--- src/rtl/flash_pgm_pkg.sv ---
package flash_pgm_pkg;

   typedef enum logic [2:0] {
      ST_IDLE  = 3'd0,
      ST_CMD   = 3'd1,
      ST_FETCH = 3'd2,
      ST_WRITE = 3'd3,
      ST_POLL  = 3'd4
   } fpg_state_e;

   localparam int unsigned UNLOCK_STEPS = 3;

endpackage

--- src/rtl/fpg_cmd_table.sv ---
module fpg_cmd_table #(
   parameter int unsigned ADDR_W       = 17,
   parameter int unsigned DATA_W       = 8,
   parameter int unsigned CMD_ADDR_A   = 32'h5555,
   parameter int unsigned CMD_ADDR_B   = 32'h2AAA,
   parameter int unsigned CMD_UNLOCK_1 = 32'hAA,
   parameter int unsigned CMD_UNLOCK_2 = 32'h55,
   parameter int unsigned CMD_PROGRAM  = 32'hA0
) (
   input  logic [1:0]        step_i,
   output logic [ADDR_W-1:0] addr_o,
   output logic [DATA_W-1:0] data_o
);

   localparam logic [ADDR_W-1:0] A_FIRST  = ADDR_W'(CMD_ADDR_A);
   localparam logic [ADDR_W-1:0] A_SECOND = ADDR_W'(CMD_ADDR_B);

   always_comb begin
      case (step_i)
         2'd0: begin
            addr_o = A_FIRST;
            data_o = DATA_W'(CMD_UNLOCK_1);
         end
         2'd1: begin
            addr_o = A_SECOND;
            data_o = DATA_W'(CMD_UNLOCK_2);
         end
         default: begin
            addr_o = A_FIRST;
            data_o = DATA_W'(CMD_PROGRAM);
         end
      endcase
   end

endmodule

--- src/rtl/fpg_sector_ctr.sv ---
module fpg_sector_ctr #(
   parameter int unsigned ADDR_W     = 17,
   parameter int unsigned SECT_BYTES = 128
) (
   input  logic              clk,
   input  logic              rst_n,
   input  logic              load_i,
   input  logic [ADDR_W-1:0] base_i,
   input  logic              adv_i,
   output logic [ADDR_W-1:0] addr_o,
   output logic              last_o
);

   localparam int unsigned      OFS_W    = $clog2(SECT_BYTES);
   localparam logic [ADDR_W-1:0] OFS_MASK = ADDR_W'(SECT_BYTES - 1);
   localparam logic [OFS_W-1:0]  OFS_LAST = OFS_W'(SECT_BYTES - 1);

   logic [ADDR_W-1:0] page_q;
   logic [OFS_W-1:0]  ofs_q;

   always_ff @(posedge clk or negedge rst_n) begin
      if (!rst_n) begin
         page_q <= '0;
         ofs_q  <= '0;
      end else if (load_i) begin
         page_q <= base_i & ~OFS_MASK;
         ofs_q  <= '0;
      end else if (adv_i) begin
         ofs_q  <= ofs_q + 1'b1;
      end
   end

   assign addr_o = page_q | ADDR_W'(ofs_q);
   assign last_o = (ofs_q == OFS_LAST);

   // the sequencer never steps past the final byte of the sector
   a_r3_no_wrap: assert property (@(posedge clk) disable iff (!rst_n)
      !(adv_i && last_o));

endmodule

--- src/rtl/fpg_poll_timer.sv ---
module fpg_poll_timer #(
   parameter int unsigned TO_W     = 24,
   parameter int unsigned PRESCALE = 1
) (
   input  logic            clk,
   input  logic            rst_n,
   input  logic            load_i,
   input  logic [TO_W-1:0] limit_i,
   input  logic            run_i,
   output logic            expired_o
);

   logic            tick;
   logic [TO_W-1:0] cnt_q;

   if (PRESCALE <= 1) begin : g_direct
      assign tick = run_i;
   end else begin : g_scaled
      localparam int unsigned PS_W = $clog2(PRESCALE);
      logic [PS_W-1:0] pre_q;
      always_ff @(posedge clk or negedge rst_n) begin
         if (!rst_n)
            pre_q <= '0;
         else if (load_i || !run_i)
            pre_q <= '0;
         else if (pre_q == PS_W'(PRESCALE - 1))
            pre_q <= '0;
         else
            pre_q <= pre_q + 1'b1;
      end
      assign tick = run_i && (pre_q == PS_W'(PRESCALE - 1));
   end

   always_ff @(posedge clk or negedge rst_n) begin
      if (!rst_n)
         cnt_q <= '0;
      else if (load_i)
         cnt_q <= limit_i;
      else if (tick && (cnt_q != '0))
         cnt_q <= cnt_q - 1'b1;
   end

   assign expired_o = run_i && (cnt_q == '0);

   // while polling, the remaining limit only ever shrinks
   a_r7_count_down: assert property (@(posedge clk) disable iff (!rst_n)
      (run_i && $past(run_i) && !$past(load_i)) |-> (cnt_q <= $past(cnt_q)));

endmodule

--- src/rtl/flash_page_prog.sv ---
module flash_page_prog
   import flash_pgm_pkg::*;
#(
   parameter int unsigned ADDR_W       = 17,
   parameter int unsigned DATA_W       = 8,
   parameter int unsigned SECT_BYTES   = 128,
   parameter int unsigned TO_W         = 24,
   parameter int unsigned PRESCALE     = 1,
   parameter int unsigned POLL_BIT     = 7,
   parameter int unsigned CMD_ADDR_A   = 32'h5555,
   parameter int unsigned CMD_ADDR_B   = 32'h2AAA,
   parameter int unsigned CMD_UNLOCK_1 = 32'hAA,
   parameter int unsigned CMD_UNLOCK_2 = 32'h55,
   parameter int unsigned CMD_PROGRAM  = 32'hA0
) (
   input  logic              clk,
   input  logic              rst_n,
   input  logic              start_i,
   input  logic [ADDR_W-1:0] base_addr_i,
   input  logic [TO_W-1:0]   timeout_i,
   input  logic              hd_valid_i,
   input  logic [DATA_W-1:0] hd_data_i,
   output logic              hd_ready_o,
   output logic              bus_req_o,
   output logic              bus_we_o,
   output logic [ADDR_W-1:0] bus_addr_o,
   output logic [DATA_W-1:0] bus_wdata_o,
   input  logic              bus_ack_i,
   input  logic [DATA_W-1:0] bus_rdata_i,
   output logic              busy_o,
   output logic              done_o,
   output logic              timeout_o,
   output logic              err_o
);

   localparam logic [DATA_W-1:0] POLL_MASK = DATA_W'(1) << POLL_BIT;
   localparam logic [1:0]        STEP_LAST = 2'(UNLOCK_STEPS - 1);

   // elaboration-time parameter checks
   if ((SECT_BYTES < 2) || ((SECT_BYTES & (SECT_BYTES - 1)) != 0)) begin : g_bad_sect
      $error("SECT_BYTES must be a power of two of at least 2");
   end
   if (ADDR_W <= $clog2(SECT_BYTES)) begin : g_bad_addr
      $error("ADDR_W too small for one sector");
   end
   if ((ADDR_W < 32) && ((CMD_ADDR_A >= (32'd1 << ADDR_W)) || (CMD_ADDR_B >= (32'd1 << ADDR_W)))) begin : g_bad_cmd
      $error("command addresses do not fit ADDR_W");
   end
   if (POLL_BIT >= DATA_W) begin : g_bad_bit
      $error("POLL_BIT outside data width");
   end
   if ((PRESCALE < 1) || (TO_W < 1)) begin : g_bad_timer
      $error("PRESCALE and TO_W must be at least 1");
   end

   fpg_state_e        state_q, state_d;
   logic [1:0]        step_q, step_d;
   logic [DATA_W-1:0] wbyte_q;
   logic [TO_W-1:0]   lim_q;
   logic              done_q, to_q, err_q;

   logic [ADDR_W-1:0] cmd_addr, sect_addr;
   logic [DATA_W-1:0] cmd_data;
   logic              sect_last, sect_adv;
   logic              tmr_load, tmr_expired;
   logic              start_acc, poll_match, take_byte;

   assign start_acc  = start_i && (state_q == ST_IDLE);
   assign take_byte  = (state_q == ST_FETCH) && hd_valid_i;
   assign poll_match = ((bus_rdata_i ^ wbyte_q) & POLL_MASK) == '0;
   assign sect_adv   = (state_q == ST_WRITE) && bus_ack_i && !sect_last;
   assign tmr_load   = (state_q == ST_WRITE) && bus_ack_i && sect_last;

   fpg_cmd_table #(
      .ADDR_W      (ADDR_W),
      .DATA_W      (DATA_W),
      .CMD_ADDR_A  (CMD_ADDR_A),
      .CMD_ADDR_B  (CMD_ADDR_B),
      .CMD_UNLOCK_1(CMD_UNLOCK_1),
      .CMD_UNLOCK_2(CMD_UNLOCK_2),
      .CMD_PROGRAM (CMD_PROGRAM)
   ) u_cmd (
      .step_i(step_q),
      .addr_o(cmd_addr),
      .data_o(cmd_data)
   );

   fpg_sector_ctr #(
      .ADDR_W    (ADDR_W),
      .SECT_BYTES(SECT_BYTES)
   ) u_sect (
      .clk   (clk),
      .rst_n (rst_n),
      .load_i(start_acc),
      .base_i(base_addr_i),
      .adv_i (sect_adv),
      .addr_o(sect_addr),
      .last_o(sect_last)
   );

   fpg_poll_timer #(
      .TO_W    (TO_W),
      .PRESCALE(PRESCALE)
   ) u_tmr (
      .clk      (clk),
      .rst_n    (rst_n),
      .load_i   (tmr_load),
      .limit_i  (lim_q),
      .run_i    (state_q == ST_POLL),
      .expired_o(tmr_expired)
   );

   always_comb begin
      state_d = state_q;
      step_d  = step_q;
      case (state_q)
         ST_IDLE: begin
            if (start_i) begin
               state_d = ST_CMD;
               step_d  = '0;
            end
         end
         ST_CMD: begin
            if (bus_ack_i) begin
               if (step_q == STEP_LAST)
                  state_d = ST_FETCH;
               else
                  step_d = step_q + 1'b1;
            end
         end
         ST_FETCH: begin
            if (hd_valid_i)
               state_d = ST_WRITE;
         end
         ST_WRITE: begin
            if (bus_ack_i)
               state_d = sect_last ? ST_POLL : ST_FETCH;
         end
         ST_POLL: begin
            if ((bus_ack_i && poll_match) || tmr_expired)
               state_d = ST_IDLE;
         end
         default: state_d = ST_IDLE;
      endcase
   end

   always_ff @(posedge clk or negedge rst_n) begin
      if (!rst_n) begin
         state_q <= ST_IDLE;
         step_q  <= '0;
         wbyte_q <= '0;
         lim_q   <= '0;
      end else begin
         state_q <= state_d;
         step_q  <= step_d;
         if (take_byte)
            wbyte_q <= hd_data_i;
         if (start_acc)
            lim_q <= timeout_i;
      end
   end

   always_ff @(posedge clk or negedge rst_n) begin
      if (!rst_n) begin
         done_q <= 1'b0;
         to_q   <= 1'b0;
         err_q  <= 1'b0;
      end else if (start_acc) begin
         done_q <= 1'b0;
         to_q   <= 1'b0;
         err_q  <= 1'b0;
      end else begin
         if (start_i)
            err_q <= 1'b1;
         if (state_q == ST_POLL) begin
            if (bus_ack_i && poll_match)
               done_q <= 1'b1;
            else if (tmr_expired)
               to_q <= 1'b1;
         end
      end
   end

   always_comb begin
      bus_req_o   = 1'b0;
      bus_we_o    = 1'b0;
      bus_addr_o  = '0;
      bus_wdata_o = '0;
      case (state_q)
         ST_CMD: begin
            bus_req_o   = 1'b1;
            bus_we_o    = 1'b1;
            bus_addr_o  = cmd_addr;
            bus_wdata_o = cmd_data;
         end
         ST_WRITE: begin
            bus_req_o   = 1'b1;
            bus_we_o    = 1'b1;
            bus_addr_o  = sect_addr;
            bus_wdata_o = wbyte_q;
         end
         ST_POLL: begin
            bus_req_o   = 1'b1;
            bus_addr_o  = sect_addr;
            bus_wdata_o = wbyte_q;
         end
         default: ;
      endcase
   end

   assign hd_ready_o = (state_q == ST_FETCH);
   assign busy_o     = (state_q != ST_IDLE);
   assign done_o     = done_q;
   assign timeout_o  = to_q;
   assign err_o      = err_q;

   // a pending request holds its fields until acknowledged or abandoned on timeout
   a_r5_req_hold: assert property (@(posedge clk) disable iff (!rst_n)
      (bus_req_o && !bus_ack_i) |=> ((bus_req_o && $stable(bus_addr_o) && $stable(bus_we_o)
                                      && $stable(bus_wdata_o)) || timeout_o));

   // the host port and the bus are never active together
   a_r4_ready_no_bus: assert property (@(posedge clk) disable iff (!rst_n)
      hd_ready_o |-> !bus_req_o);

   // exclusive completion flags
   a_r9_one_outcome: assert property (@(posedge clk) disable iff (!rst_n)
      !(done_o && timeout_o));

   // completion leaves the sequencer idle
   a_r6_done_idle: assert property (@(posedge clk) disable iff (!rst_n)
      $rose(done_o) |-> !busy_o);

   // the misuse flag stays set until a start is accepted
   a_r8_err_sticky: assert property (@(posedge clk) disable iff (!rst_n)
      (err_o && !(start_i && !busy_o)) |=> err_o);

endmodule

--- config.mk ---
export PLATFORM = sky130hd
export DESIGN_NAME = flash_page_prog
export DESIGN_NICKNAME = d
export VERILOG_FILES = /design/src/rtl/flash_pgm_pkg.sv /design/src/rtl/fpg_cmd_table.sv /design/src/rtl/fpg_sector_ctr.sv /design/src/rtl/fpg_poll_timer.sv /design/src/rtl/flash_page_prog.sv
export SDC_FILE = /design/constraint.sdc
export NUM_CORES = 1
export LEC_CHECK = 0
export BUFFER_PORTS_ARGS = -buffer_cell sky130_fd_sc_hd__buf_2
export CAP_MARGIN = 20
export CORE_MARGIN = 1
export CORE_UTILIZATION = 50
export CTS_CLUSTER_SIZE = 16
export DETAILED_ROUTE_END_ITERATION = 16
export PLACE_DENSITY = 0.85
export SYNTH_ARGS = -nofsm -noshare
export SYNTH_HDL_FRONTEND = slang
export SYNTH_SLANG_ARGS = --single-unit
--- constraint.sdc ---
create_clock -name clk -period 2.4 [get_ports clk]
set_input_delay 0 -clock clk [delete_from_list [all_inputs] [get_ports clk]]
set_output_delay 0 -clock clk [all_outputs]
set_load 0.03 [all_outputs]
* Yosys cells after proc, flatten, opt, wreduce, memory -nomap -nowiden *
Index checks and enable logic that the tools add are counted.

word-level totals
  register bits = 81
  word-level logic and storage cells = 91

operators by class
  equal/unequal tests = 15
  $add $sub $neg = 3
  bitwise gates (word level) = 2
  muxes and demuxes = 31
  reduce and logical (&&, ||, !) cells = 30

operators by type and width
  kind                                                count
  two-way mux 24 bit                                  2
  one-hot mux 17 bit (2 select lines)                 1
  one-hot mux 8 bit (2 select lines)                  2
  logical NOT 24 bit                                  1
  nonzero test 24 bit                                 1
  subtractor 24 x 1 -> 24 bit, second input constant  1
  two-way mux 3 bit                                   7
  bitwise OR 17 x 7 -> 17 bit                         1
  inequality test 2 bit, second input constant        8
  two-way mux 15 bit                                  1
  one-hot mux 3 bit (5 select lines)                  1
  two-way mux 7 bit                                   2
  nonzero test 2 bit                                  7
  two-way mux 1 bit                                   11
  logical AND 1 bit                                   8
  logical NOT 8 bit                                   1
  bitwise XOR 8 bit                                   1
  adder 7 x 1 -> 7 bit, second input constant         1
  == test 7 bit, second input constant                1
  == test 3 x 2 -> 1 bit, second input constant       2
  two-way mux 2 bit                                   3
  AND reduction 6 bit                                 1
  one-hot mux 2 bit (2 select lines)                  1
  AND reduction 4 bit                                 1
  14 further kinds                                    15

* Longest topological paths before layout *
Gate-level depths: netlist of run 1.

  depth after elaboration = 6
  gate-level depth with buffers = 9

* Cells and area by module *
A second synthesis of run 1 with hierarchy kept.

unflattened totals
  cell total of the unflattened synthesis = 422
  area total of the unflattened synthesis = 4598.2 sq um

by module, submodules not included
  module           area an instance (sq um)  cells each  instances  seq. area each (sq um)
  flash_page_prog  2038.2                    156         1          1001.0
  fpg_poll_timer   1677.9                    187         1          600.6
  fpg_sector_ctr   696.9                     53          1          425.4
  fpg_cmd_table    185.2                     26          1          0.0

* Least setup slack after synthesis of run 1 *
Ideal clock, no wire load.

  path kind = register -> register
  start = register state_q[0]
  end = register wbyte_q[0]
  slack = 0.102 ns
  cell stages (with the launch flop) = 6
  period minus slack after synthesis = 2.298 ns
  library setup time = 0.125 ns
  arrival time = 2.173 ns
  path through = dfrtp_1 > buf_2 > nor3b_1 > and2_1 > clkbuf_1 > mux2_2

between the ends
  cells in the longest elaborated chain, start to end = 2

ends and longest elaborated chain
  what                      line                    text
  start: declaration        flash_page_prog.sv:56   fpg_state_e state_q, state_d;
  start signal: assignment  flash_page_prog.sv:154  state_q <= state_d;
  == test 3 x 2 -> 1 bit    --
  named net hd_ready_o      flash_page_prog.sv:23   output logic hd_ready_o,
  logical AND 1 bit         flash_page_prog.sv:69   assign take_byte = (state_q == ST_FETCH) && hd_valid_i;
  end signal: assignment    flash_page_prog.sv:157  wbyte_q <= hd_data_i;
  end: declaration          flash_page_prog.sv:58   logic [DATA_W-1:0] wbyte_q;

The timed path passes the listed nets, and every way through them passes these cells.
A chain may end at the register's enable or synchronous reset.

* Final worst setup path of run 1 *
  start = register u_tmr.cnt_q[0]
  end = register u_tmr.cnt_q[19]

between the ends
  cells in the longest elaborated chain, start to end = 3
  elaborated cells on any way between the ends = 6
  those cells by class = add/sub (1); mux (2); reduce/logical (3)

ends and longest elaborated chain
  what                                                                       line                                        text
  start: declaration                                                         fpg_poll_timer.sv:14                        logic [TO_W-1:0] cnt_q;
  start signal: assignment                                                   fpg_poll_timer.sv:38                        cnt_q <= limit_i;
  start signal: assignment                                                   fpg_poll_timer.sv:40                        cnt_q <= cnt_q - 1'b1;
  subtractor 24 x 1 -> 24 bit / nonzero test 24 bit (equally long branches)  fpg_poll_timer.sv:40, fpg_poll_timer.sv:39
  two-way mux 24 bit / logical AND 1 bit (equally long branches)             fpg_poll_timer.sv:39                        else if (tick && (cnt_q != '0))
  two-way mux 24 bit / nonzero test 2 bit (equally long branches)            --

Parallel ways exist; a longest one is shown, timed or not. The select of a mux whose other input is x is not followed.

==> results.env, run 1 <==
DETAILED_ROUTE_ITER0_VIOLATIONS=207
GRT_OVERFLOW_TOTAL=0
WORST_IR_DROP_VDD_mV=0.824
WORST-ENDPOINT-REQUIRED_NS=2.64
SYN_AVG_CELL_AREA_UM2=10.9
RSZ_0062_RAISED_AFTER_GLOBAL_ROUTING='no'
SETUP_TOTAL_NEGATIVE_SLACK_NS=0
DRCVIOLATIONCOUNT=0
DESIGN.DIE.AREA_UM2=8830
FINAL-SETUP-VIOL-COUNT=0
POST-SYNTH-TOP-COUNT-CELL='sky130_fd_sc_hd__dfrtp_1'
VIASPERCELL=5.63
FINAL_LAYOUT_SIZE_SUFFIX_GT1_SHARE_PCT=33.5
NETLIST.TOP_CELL.BY_AREA='sky130_fd_sc_hd__dfrtp_1'
OUTCOME='completed'
FINALWEIGHTEDCONGESTION=0.937
TOTAL_POWER_mW=5.39
WIRE_PER_INST_UM=15.9
ASYNC_RESET_FF_SHARE_PCT=100
WORST_EP_ARRIVAL_TIME_NS=2.47
TIMING.FINAL.MAX_SLEW_VIOLATIONS=0
FIRST_GLOBAL_VIAS=3665
POSTROUTEANTENNANETS=0
DETAIL_ROUTE.FIRST_PASS.ITERATIONS=4
POWER_DENSITY_nW_PER_UM2=981
SYNTH.TOP_CELL.AREA_SHARE_PCT=47.9
CLOCK-SINKS=81
NNETSFINAL=593
GRT.TOTAL_USAGE_PCT=24.8
YS_SEQ_AREA_SHARE_PCT=47.9
FLOW.AREA_GROWTH_FROM_SYNTHESIS_PCT=29.8
STATIC_LEAKAGE_nW=2.57
MAX_CAPACITANCE_VIOLATION_COUNT=0
CRITICAL_PATH.STARTPOINT_TYPE='flop'
LAYOUT_MIN_CYCLE_TIME_NS=2.23
VIA_COUNT=3561
CLK_ROOT_BUFFER_CELL='sky130_fd_sc_hd__clkbuf_8'
TIMING_HOLD_VIOLATIONS_FINAL=0
POST_CTS_REPAIR_SETUP_BUFFERS=0
NUMBER_OF_FLOPS_MAPPED_TO_ENABLE_CELLS_BY_YOSYS=0
HALF_PERIMETER_WIRE_LENGTH_AFTER_DETAILED_PLACEMENT_MM=6.66
CORE-AREA_UM2=8220
SYNTH_CELLS=388
CLOCK_NETWORK_LATENCY_TO_THE_LATER_PIN_OF_THE_WORST_SKEW_PAIR_NS=0.36
CORE.ROWCOUNT=33
CRIT_TYPE='reg -> reg'
WORST_SLEW_PIN_SLEW_NS=0.600
DIE_H_UM=94.0
HOLDCRITPATHCLASS='in -> reg'
CLKTRANSATPATHREGS_NS=0.08
FIRST_PASS_GRT_WIRE_LENGTH_MM=16.9
FINAL_AREA_UM2=5490
YOSYSWARNINGS=0
PLACEDINSTANCEAREA_UM2=4810
SLEW_HEADROOM_PCT=59.4
DRT-TOTAL-WL_MM=10.1
DIE_WIDTH_UM=94.0
START_UTIL_PCT=51.5
CLOCK_TREE.BUFFER_DEPTH=2
SYNTHESIS.AREA_UM2=4230
SYNTH-MAIN-FF-CELL='sky130_fd_sc_hd__dfrtp_1'
CRIT_PATH_MAX_FANOUT=7
GRT_ANTENNA_BEFORE_REPAIR=0
FIN_SKEW_NS=0.0113
CLOCK_BUFFERS_CREATED_BY_TRITONCTS=9
CTS_TREE='done'
NETLIST-CELL-TYPE-COUNT=53
SYNTH_COMMONEST_CELLS='sky130_fd_sc_hd__dfrtp_1, sky130_fd_sc_hd__mux2_2, sky130_fd_sc_hd__nand2_1'
SYNTH_FP_NETS=456
PERIOD_SHARE_PCT=92.9
SYNTH_SEQ_CELLS=81
NUM_ANTENNA_CELLS=0
GRT_MAX_DEGREE=82
H-TREE-DEPTH=3
NUMBER_OF_TOP_LEVEL_PINS=94
YS_TOP_CELLS_BY_AREA='sky130_fd_sc_hd__dfrtp_1, sky130_fd_sc_hd__mux2_2, sky130_fd_sc_hd__a21o_1'
CRIT_PATH_END_KIND='flop'
FMAX_GHz=0.448
PLACEMENT.IO_BUFFERS=79
==> where the power goes <==
group	internal, mW	switching [mW]	total (mW)
Combinational	0.933	1.32	2.25
Sequential	1.79	0.303	2.10
Clock	0.571	0.469	1.04
==> cells in the final DEF (no fill, tap or decap), types with 9 or more instances in the layout <==
cell	count
sky130_fd_sc_hd__clkbuf_8	9
sky130_fd_sc_hd__nand2_1	37
sky130_fd_sc_hd__dlygate4sd3_1	45
sky130_fd_sc_hd__mux2_2	44
sky130_fd_sc_hd__a221o_1	9
sky130_fd_sc_hd__nand3_1	10
sky130_fd_sc_hd__inv_1	9
sky130_fd_sc_hd__buf_2	78
sky130_fd_sc_hd__buf_4	21
sky130_fd_sc_hd__a21o_1	22
sky130_fd_sc_hd__o21ai_0	10
sky130_fd_sc_hd__a21oi_1	11
sky130_fd_sc_hd__dfrtp_1	81
sky130_fd_sc_hd__nor2_1	33
==> worst paths after layout <==
| kind | start | end | slack [ns] | cells after the start |
|---|---|---|---|---|
| worst max-delay path | u_tmr.cnt_q[0]$_DFFE_PN0P_ | u_tmr.cnt_q[19]$_DFFE_PN0P_ | 0.17 | 7 |
| worst max register to register | u_tmr.cnt_q[0]$_DFFE_PN0P_ | u_tmr.cnt_q[19]$_DFFE_PN0P_ | 0.17 | 7 |
| max in group asynchronous | rst_n | lim_q[1]$_DFFE_PN0P_ | 1.73 | 3 |
| min in group asynchronous | rst_n | lim_q[16]$_DFFE_PN0P_ | 0.10 | 2 |
| worst min-delay path | bus_rdata_i[7] | done_o$_DFFE_PN0P_ | 0.05 | 4 |
| worst min register to register | err_o$_DFFE_PN0P_ | err_o$_DFFE_PN0P_ | 0.50 | 2 |
==> metrics by stage <==
step	hold slack (ns)	setup WS, ns	utilization (%)	instances
4_1_cts	0.0328	0.130	66.4	632
2_1_floorplan	-0.296	0.102	-	388
5_1_grt	0.127	0.0289	66.8	633
3_5_place_dp	0.230	0.142	58.5	573
6_report	0.0508	0.170	66.8	633
3_3_place_gp	0.229	0.213	58.5	573
==> cell families (layout without fill, tap and decap cells) <==
family | Yosys count | count (layout) | synth area share, %
mux | 48 | 48 | 12.7
fa+ha+maj | 6 | 6 | 1.78
flops | 81 | 81 | 47.9
buf+inv | 28 | 168 | 3.34
xor+xnor | 11 | 11 | 2.28
simple gates | 137 | 137 | 18.1
compound gates | 77 | 77 | 13.9
==> worst max-delay path, cell delays in order, from the launching register on <==
cell	delay, ns
sky130_fd_sc_hd__dfrtp_1	0.40
sky130_fd_sc_hd__inv_1	0.08
sky130_fd_sc_hd__ha_1	0.21
sky130_fd_sc_hd__nor2b_1	0.12
sky130_fd_sc_hd__and4b_1	0.32
sky130_fd_sc_hd__a21oi_4	0.32
sky130_fd_sc_hd__mux2_2	0.37
sky130_fd_sc_hd__a221o_1	0.29
==> cell type report <==
class | count | area, um2
Sequential cell | 81 | 2030
Inverter | 9 | 33.8
Tap cell | 105 | 131
Fill cell | 639 | 2730
Clock inverter | 4 | 70.1
Multi-Input combinational cell | 279 | 2070
Clock buffer | 10 | 128
Timing Repair Buffer | 145 | 1030
==> state kept, by name, summed over array words and instances, names as in the netlist <==
| signal | count |
|---|---|
| state_q | 3 |
| timeout_o | 1 |
| step_q | 2 |
| u_sect.ofs_q | 7 |
| done_o | 1 |
| u_sect.page_q | 10 |
| err_o | 1 |
| u_tmr.cnt_q | 24 |
| wbyte_q | 8 |
| lim_q | 24 |
==> metal layers <==
metal	vias to the layer above	part of all wire, %	GRT usage [%]
li1	1685	-	-
met1	1751	42	28.8
met2	102	51	43.4
met3	23	5.5	5.83
met4	0	2.3	10.6
met5	-	0	0
==> what timing repair did <==
item	CTS	global route
resized for setup	0	1
setup endpoints to repair	0	4
endpoints found under the hold margin	125	0
hold buffers	45	0
Note: power is estimated with default switching activity, not from simulation.
==> run 2: changes to the inputs <==
--- a/config.mk
+++ b/config.mk
@@ -5,7 +5,7 @@
 export SDC_FILE = /design/constraint.sdc
 export NUM_CORES = 1
 export LEC_CHECK = 0
-export BUFFER_PORTS_ARGS = -buffer_cell sky130_fd_sc_hd__buf_2
+export BUFFER_PORTS_ARGS = -buffer_cell sky130_fd_sc_hd__buf_4
 export CAP_MARGIN = 20
 export CORE_MARGIN = 1
 export CORE_UTILIZATION = 50
==> constraint.sdc (replaced) <==
create_clock -name clk -period 2.4 [get_ports clk]
set_input_delay 0.36 -clock clk [delete_from_list [all_inputs] [get_ports clk]]
set_output_delay 0.36 -clock clk [all_outputs]
set_load 0.03 [all_outputs]
==> results.env, run 2 (synthesized netlist as in run 1, its figures left out) <==
REG2REG_SLACK_NS=0.12  # -0.05 ns
TIMING_HOLD_VIOLATIONS_FINAL=0  # unchanged
DIE_WIDTH_UM=94.0  # unchanged
FLOW.AREA_GROWTH_FROM_SYNTHESIS_PCT=25.1
POSTROUTEANTENNANETS=0  # unchanged
DETAILED_ROUTE_ITER0_VIOLATIONS=111  # -46%
CLKTRANSATPATHREGS_NS=0.08  # about the same
CTS_TREE='done'
CRITICAL_PATH.STARTPOINT_TYPE='flop'
HALF_PERIMETER_WIRE_LENGTH_AFTER_DETAILED_PLACEMENT_MM=6.75  # +1.3%
LAYOUT.CORE_UTILIZATION_PCT=64.4  # -2.4 points
FINAL_AREA_UM2=5290  # -3.6%
POWER_DENSITY_nW_PER_UM2=1070  # +9.1%
DETAIL_ROUTE.FIRST_PASS.ITERATIONS=4  # unchanged
DRCVIOLATIONCOUNT=0  # unchanged
GRT_MAX_DEGREE=53  # -35%
FIRST_PASS_GRT_WIRE_LENGTH_MM=15.8  # -6.1%
PLACEMENT.IO_BUFFERS=79  # unchanged
PATH_COMMON_CELL='sky130_fd_sc_hd__buf_4'
WORST_EP_ARRIVAL_TIME_NS=1.97  # -0.50 ns
TOTAL_POWER_mW=5.66  # +5.2%
NUM_ANTENNA_CELLS=0  # unchanged
TIMING.FINAL.MAX_SLEW_VIOLATIONS=0  # unchanged
FF2FF_PATH_DEPTH=7  # unchanged
FINALWEIGHTEDCONGESTION=0.893  # -4.7%
GRT.TOTAL_USAGE_PCT=23.2  # -1.6 points
VIA_COUNT=3391  # -4.8%
CLOCK-SINKS=81  # unchanged
PLACEDINSTANCEAREA_UM2=5010  # +4.2%
START_UTIL_PCT=51.5  # unchanged
REG.LARGEST.LIST='lim_q x24, u_tmr.cnt_q x24, u_sect.page_q x10'
CLK_ROOT_BUFFER_CELL='sky130_fd_sc_hd__clkbuf_8'
LAYOUT_MIN_CYCLE_TIME_NS=2.33  # +0.100 ns
GRT_OVERFLOW_TOTAL=0  # unchanged
CRIT_PATH_END='bus_addr_o[15]'
FIRST_GLOBAL_VIAS=3400  # -7.2%
NUMBER_OF_TOP_LEVEL_PINS=94  # unchanged
CLOCK_BUFFERS_CREATED_BY_TRITONCTS=9  # unchanged
WIRE_PER_INST_UM=15.9  # -0.26%
VIASPERCELL=5.76  # +2.3%
CRIT_PATH_END_KIND='output port'
CP_SLOWEST_CELL='sky130_fd_sc_hd__dfrtp_1'
MAX_STAGE_DELAY_NS=0.51  # +0.11 ns
FIN_SKEW_NS=0.00860  # -0.00266 ns
CLOCK_NETWORK_LATENCY_TO_THE_LATER_PIN_OF_THE_WORST_SKEW_PAIR_NS=0.36  # about the same
SETUP_TOTAL_NEGATIVE_SLACK_NS=0  # unchanged
SLEW_HEADROOM_PCT=58.5  # -0.98 points
LAYOUT_COMMONEST_CELL='sky130_fd_sc_hd__buf_4'
CLOCK_TREE.BUFFER_DEPTH=2  # unchanged
WORST-ENDPOINT-REQUIRED_NS=2.04  # -0.60 ns
WORST_SLEW_PIN_SLEW_NS=0.615  # +0.0145 ns
LAYOUT.CELLS.MOST_COMMON_LIST='sky130_fd_sc_hd__buf_4, sky130_fd_sc_hd__dfrtp_1, sky130_fd_sc_hd__mux2_2'
FMAX_GHz=0.429  # -4.3%
R2R-START='u_tmr.cnt_q[0]$_DFFE_PN0P_'
POST_CTS_REPAIR_SETUP_BUFFERS=0  # unchanged
FINAL_LAYOUT_SIZE_SUFFIX_GT1_SHARE_PCT=37.2  # +3.7 points
CRIT_PATH_MAX_FANOUT=23  # +16
OUTCOME='completed'
CORE-AREA_UM2=8220  # unchanged
STATIC_LEAKAGE_nW=2.46  # -4.2%
PERIOD_SHARE_PCT=97.1  # +4.2 points
NNETSFINAL=547  # -7.8%
GRT_ANTENNA_BEFORE_REPAIR=0  # unchanged
HOLDCRITPATHCLASS='in -> reg'
DESIGN.DIE.AREA_UM2=8830  # unchanged
CORE.ROWCOUNT=33  # unchanged
H-TREE-DEPTH=3  # unchanged
DIE_H_UM=94.0  # unchanged
HOLD_SLACK_NS=0.228  # +0.178 ns
CP-STARTPOINT='state_q[0]$_DFFE_PN0P_'
CRIT_TYPE='reg -> out'
DRT-TOTAL-WL_MM=9.34  # -7.2%
R2R-END='u_tmr.cnt_q[19]$_DFFE_PN0P_'
FINAL-SETUP-VIOL-COUNT=0  # unchanged
WORST_IR_DROP_VDD_mV=0.873  # +6.0%
WORSTPATHCELLLIST='nor2_2 -> nand2_4 -> nand2_1 -> buf_4 -> and2_1 -> buf_4'
MAX_CAPACITANCE_VIOLATION_COUNT=0  # unchanged
==> run 2: per-layer routing <==
metal / share of wire [%] / GRT usage, %
met5: 0 / 0
met3: 7.5 / 7.36
met1: 42 / 28.4
met2: 49 / 39.3
met4: 1.1 / 6.54
==> run 2: critical path: cells and delay by family, from the launching register on <==
family,cells,cell delay [ns]
AND/OR/NAND/NOR,4,0.70
buffers and inverters,2,0.40
flip-flops,1,0.51
==> run 2: worst min-delay path by stage <==
stage,slack [ns],cells after the start,endpoint,from
2_1_floorplan,0.06,0,done_o$_DFFE_PN0P_,rst_n
3_3_place_gp,0.32,1,lim_q[7]$_DFFE_PN0P_,rst_n
3_5_place_dp,0.32,1,lim_q[9]$_DFFE_PN0P_,rst_n
4_1_cts,0.22,2,u_sect.page_q[10]$_DFFE_PN0P_,base_addr_i[10]
5_1_grt,0.21,2,wbyte_q[5]$_DFFE_PN0P_,hd_data_i[5]
6_report,0.23,2,lim_q[19]$_DFFE_PN0P_,timeout_i[19]
==> run 2: cell type report <==
class	count	area, um2
inverter	9	33.8
clock buffer	11	141
tap	105	131
clock inverter	5	103
multi-input combinational	279	2100
fill	641	2930
timing repair buffer	99	758
sequential	81	2030
==> run 2: what timing repair did <==
item | in CTS | in global routing
pin swaps | 0 | 1
endpoints found under the hold margin | 29 | 0
hold buffers | 1 | 0
endpoints found under the setup margin | 23 | 28
gates resized for setup | 2 | 6
==> run 2: power by group <==
part | internal, mW | switching (mW)
Combinational | 1.08 | 1.30
Sequential | 1.79 | 0.297
Clock | 0.718 | 0.483
==> run 2: through the flow <==
step,cells,setup WS (ns)
finish,589,0.0698
detailed placement,572,0.0996
global route,589,-0.0400
CTS,589,0.0181
floorplan,388,0.102
global placement,572,0.149
==> run 3: changes to the inputs <==
--- a/config.mk
+++ b/config.mk
@@ -5,13 +5,13 @@
 export SDC_FILE = /design/constraint.sdc
 export NUM_CORES = 1
 export LEC_CHECK = 0
-export BUFFER_PORTS_ARGS = -buffer_cell sky130_fd_sc_hd__buf_4
 export CAP_MARGIN = 20
 export CORE_MARGIN = 1
 export CORE_UTILIZATION = 50
 export CTS_CLUSTER_SIZE = 16
 export DETAILED_ROUTE_END_ITERATION = 16
-export PLACE_DENSITY = 0.85
+export DONT_BUFFER_PORTS = 1
+export PLACE_DENSITY = 0.75
 export SYNTH_ARGS = -nofsm -noshare
 export SYNTH_HDL_FRONTEND = slang
 export SYNTH_SLANG_ARGS = --single-unit
==> constraint.sdc (replaced) <==
create_clock -name clk -period 2.4 [get_ports clk]
set_input_delay 0.36 -clock clk [delete_from_list [all_inputs] [get_ports clk]]
set_output_delay 0.36 -clock clk [all_outputs]
set_load 0.05 [all_outputs]
==> results.env, run 3 (synthesized netlist as in run 1, its figures left out) <==
CRIT_TYPE='reg -> out'
SLEW_HEADROOM_PCT=62.4  # +3.9 points
REG2REG_SLACK_NS=0.18  # +0.06 ns
GRT_ANTENNA_BEFORE_REPAIR=0  # unchanged
POWER_DENSITY_nW_PER_UM2=1310  # +22%
STATIC_LEAKAGE_nW=2.32  # -5.9%
FMAX_GHz=0.444  # +3.5%
DESIGN.DIE.AREA_UM2=8830  # unchanged
HALF_PERIMETER_WIRE_LENGTH_AFTER_DETAILED_PLACEMENT_MM=6.81  # +0.91%
GRT.TOTAL_USAGE_PCT=24.2  # +1.0 points
DETAILED_ROUTE_ITER0_VIOLATIONS=131  # +18%
VIASPERCELL=5.96  # +3.5%
CORE.ROWCOUNT=33  # unchanged
CTS_TREE='done'
FIRST_GLOBAL_VIAS=3387  # -0.38%
PLACEMENT.IO_BUFFERS=0  # -100%
CRITICAL_PATH.STARTPOINT_TYPE='flop'
NNETSFINAL=501  # -8.4%
LAYOUT_COMMONEST_CELL='sky130_fd_sc_hd__dfrtp_1'
CLOCK-SINKS=81  # unchanged
POSTROUTEANTENNANETS=0  # unchanged
MULTI_INPUT_LOGIC_AREA_UM2=2080  # -0.60%
CLOCK_BUFFERS_CREATED_BY_TRITONCTS=9  # unchanged
LAYOUT.CELLS.MOST_COMMON_LIST='sky130_fd_sc_hd__dfrtp_1, sky130_fd_sc_hd__mux2_2, sky130_fd_sc_hd__nand2_1'
FLOW.AREA_GROWTH_FROM_SYNTHESIS_PCT=23.9
DIE_WIDTH_UM=94.0  # unchanged
TIMING.FINAL.MAX_SLEW_VIOLATIONS=0  # unchanged
FINAL-SETUP-VIOL-COUNT=0  # unchanged
LAYOUT_MIN_CYCLE_TIME_NS=2.25  # -0.0786 ns
CLK_ROOT_BUFFER_CELL='sky130_fd_sc_hd__clkbuf_8'
MAX_CAPACITANCE_VIOLATION_COUNT=0  # unchanged
WORST_SLEW_PIN_SLEW_NS=0.557  # -0.0584 ns
CLOCK_NETWORK_LATENCY_TO_THE_LATER_PIN_OF_THE_WORST_SKEW_PAIR_NS=0.37  # about the same
CRIT_PATH_END_KIND='output port'
WORST_IR_DROP_VDD_mV=1.39  # +59%
FINALWEIGHTEDCONGESTION=0.853  # -4.4%
FIN_SKEW_NS=0.0154  # +0.00681 ns
CLOCK_TREE.BUFFER_DEPTH=2  # unchanged
CORE-AREA_UM2=8220  # unchanged
CLKTRANSATPATHREGS_NS=0.09  # about the same
START_UTIL_PCT=51.5  # unchanged
FINAL_LAYOUT_SIZE_SUFFIX_GT1_SHARE_PCT=31.3  # -5.9 points
DRT-TOTAL-WL_MM=9.59  # +2.6%
TOTAL_POWER_mW=6.85  # +21%
WIRE_PER_INST_UM=17.7  # +11%
GRT_MAX_DEGREE=82  # +55%
WORST-ENDPOINT-REQUIRED_NS=2.04  # about the same
NUMBER_OF_TOP_LEVEL_PINS=94  # unchanged
H-TREE-DEPTH=3  # unchanged
FINAL.FILL_COUNT=623  # -2.8%
GRT_OVERFLOW_TOTAL=0  # unchanged
DRCVIOLATIONCOUNT=0  # unchanged
TIMING_HOLD_VIOLATIONS_FINAL=0  # unchanged
SETUP_TOTAL_NEGATIVE_SLACK_NS=0  # unchanged
NUM_ANTENNA_CELLS=0  # unchanged
PERIOD_SHARE_PCT=93.8  # -3.3 points
WORST_EP_ARRIVAL_TIME_NS=1.89  # -0.08 ns
DIE_H_UM=94.0  # unchanged
LAYOUT_SETUP_WS_NS=0.148  # +0.0786 ns
SEQCELLAREA_UM2=2030  # about the same
FIRST_PASS_GRT_WIRE_LENGTH_MM=16.3  # +2.9%
REG.LARGEST.LIST='lim_q x24, u_tmr.cnt_q x24, u_sect.page_q x10'
DETAILEDPLACE.WORSTSLACK_NS=0.0639  # -0.0357 ns
HOLDCRITPATHCLASS='in -> reg'
VIA_COUNT=3237  # -4.5%
OUTCOME='completed'
CRIT_PATH_MAX_FANOUT=11  # -52%
DETAIL_ROUTE.FIRST_PASS.ITERATIONS=5  # +1
run 3: cell types whose count changed in the layout (fill, tap and decap cells not counted), moves of 2 or more:
cell / previous run / this run
sky130_fd_sc_hd__buf_4: 97 / 27
sky130_fd_sc_hd__clkinv_4: 0 / 2
sky130_fd_sc_hd__buf_12: 1 / 23
sky130_fd_sc_hd__o21ai_0: 10 / 8
sky130_fd_sc_hd__o21ai_1: 0 / 2
run 3: per-stage QoR:
| stage | hold slack [ns] | area [um2] | utilization, % | cells |
|---|---|---|---|---|
| after CTS | 0.114 | 5220 | 63.5 | 541 |
| after floorplan | 0.0644 | 4230 | - | 388 |
| after global routing | 0.118 | 5240 | 63.8 | 543 |
| after detailed placement | 0.0674 | 4920 | 59.9 | 523 |
| final | 0.124 | 5240 | 63.8 | 543 |
| after global placement | 0.0669 | 4920 | 59.9 | 523 |
run 3: per-layer routing:
| metal | routed length (um) | track usage, % | part of all wire (%) | up-vias |
|---|---|---|---|---|
| met5 | 0 | 0 | 0 | - |
| met4 | 221 | 8.85 | 2.3 | 0 |
| met3 | 685 | 8.25 | 7.1 | 24 |
| met2 | 4680 | 40.1 | 49 | 114 |
| met1 | 4000 | 29.1 | 42 | 1598 |
| li1 | - | - | - | 1501 |
run 3: worst paths after layout:
path / startpoint / end / cells past startpoint
max reg2reg: u_tmr.cnt_q[0]$_DFFE_PN0P_ / u_tmr.cnt_q[19]$_DFFE_PN0P_ / 7
min reg2reg: lim_q[16]$_DFFE_PN0P_ / u_tmr.cnt_q[16]$_DFFE_PN0P_ / 2
min in group asynchronous: rst_n / wbyte_q[0]$_DFFE_PN0P_ / 2
max: state_q[2]$_DFFE_PN0P_ / bus_addr_o[7] / 6
min: start_i / err_o$_DFFE_PN0P_ / 2
max in group asynchronous: rst_n / u_tmr.cnt_q[19]$_DFFE_PN0P_ / 2
run 3: worst max-delay path: stages, from the launching register on:
cell and delay [ns]:
sky130_fd_sc_hd__dfrtp_1 0.47, sky130_fd_sc_hd__inv_2 0.15, sky130_fd_sc_hd__nand2_1 0.17, sky130_fd_sc_hd__nor2_1 0.19, sky130_fd_sc_hd__and2_4 0.25, sky130_fd_sc_hd__a21o_1 0.15, sky130_fd_sc_hd__buf_12 0.14
run 3: final cells by class:
cell class                      instances  area share (%)
Clock buffer                           10            2.63
Clock inverter                          6            2.20
Inverter                                9           0.645
Multi-Input combinational cell        279            39.7
Sequential cell                        81            38.7
Tap cell                              105            2.51
Timing Repair Buffer                   53            13.6
run 3: where the power goes:
| group | leakage, nW | internal [mW] | switching [mW] |
|---|---|---|---|
| Clock | 0.123 | 0.722 | 0.512 |
| Sequential | 0.953 | 1.79 | 0.318 |
| Combinational | 1.24 | 1.62 | 1.88 |
run 3: timing repair:
action	CTS	global route
endpoints found under the setup margin	23	30
hold endpoints to repair	81	0
resized for setup	3	4
hold buffers	2	0
buffers inserted	0	2
pin swaps	0	0
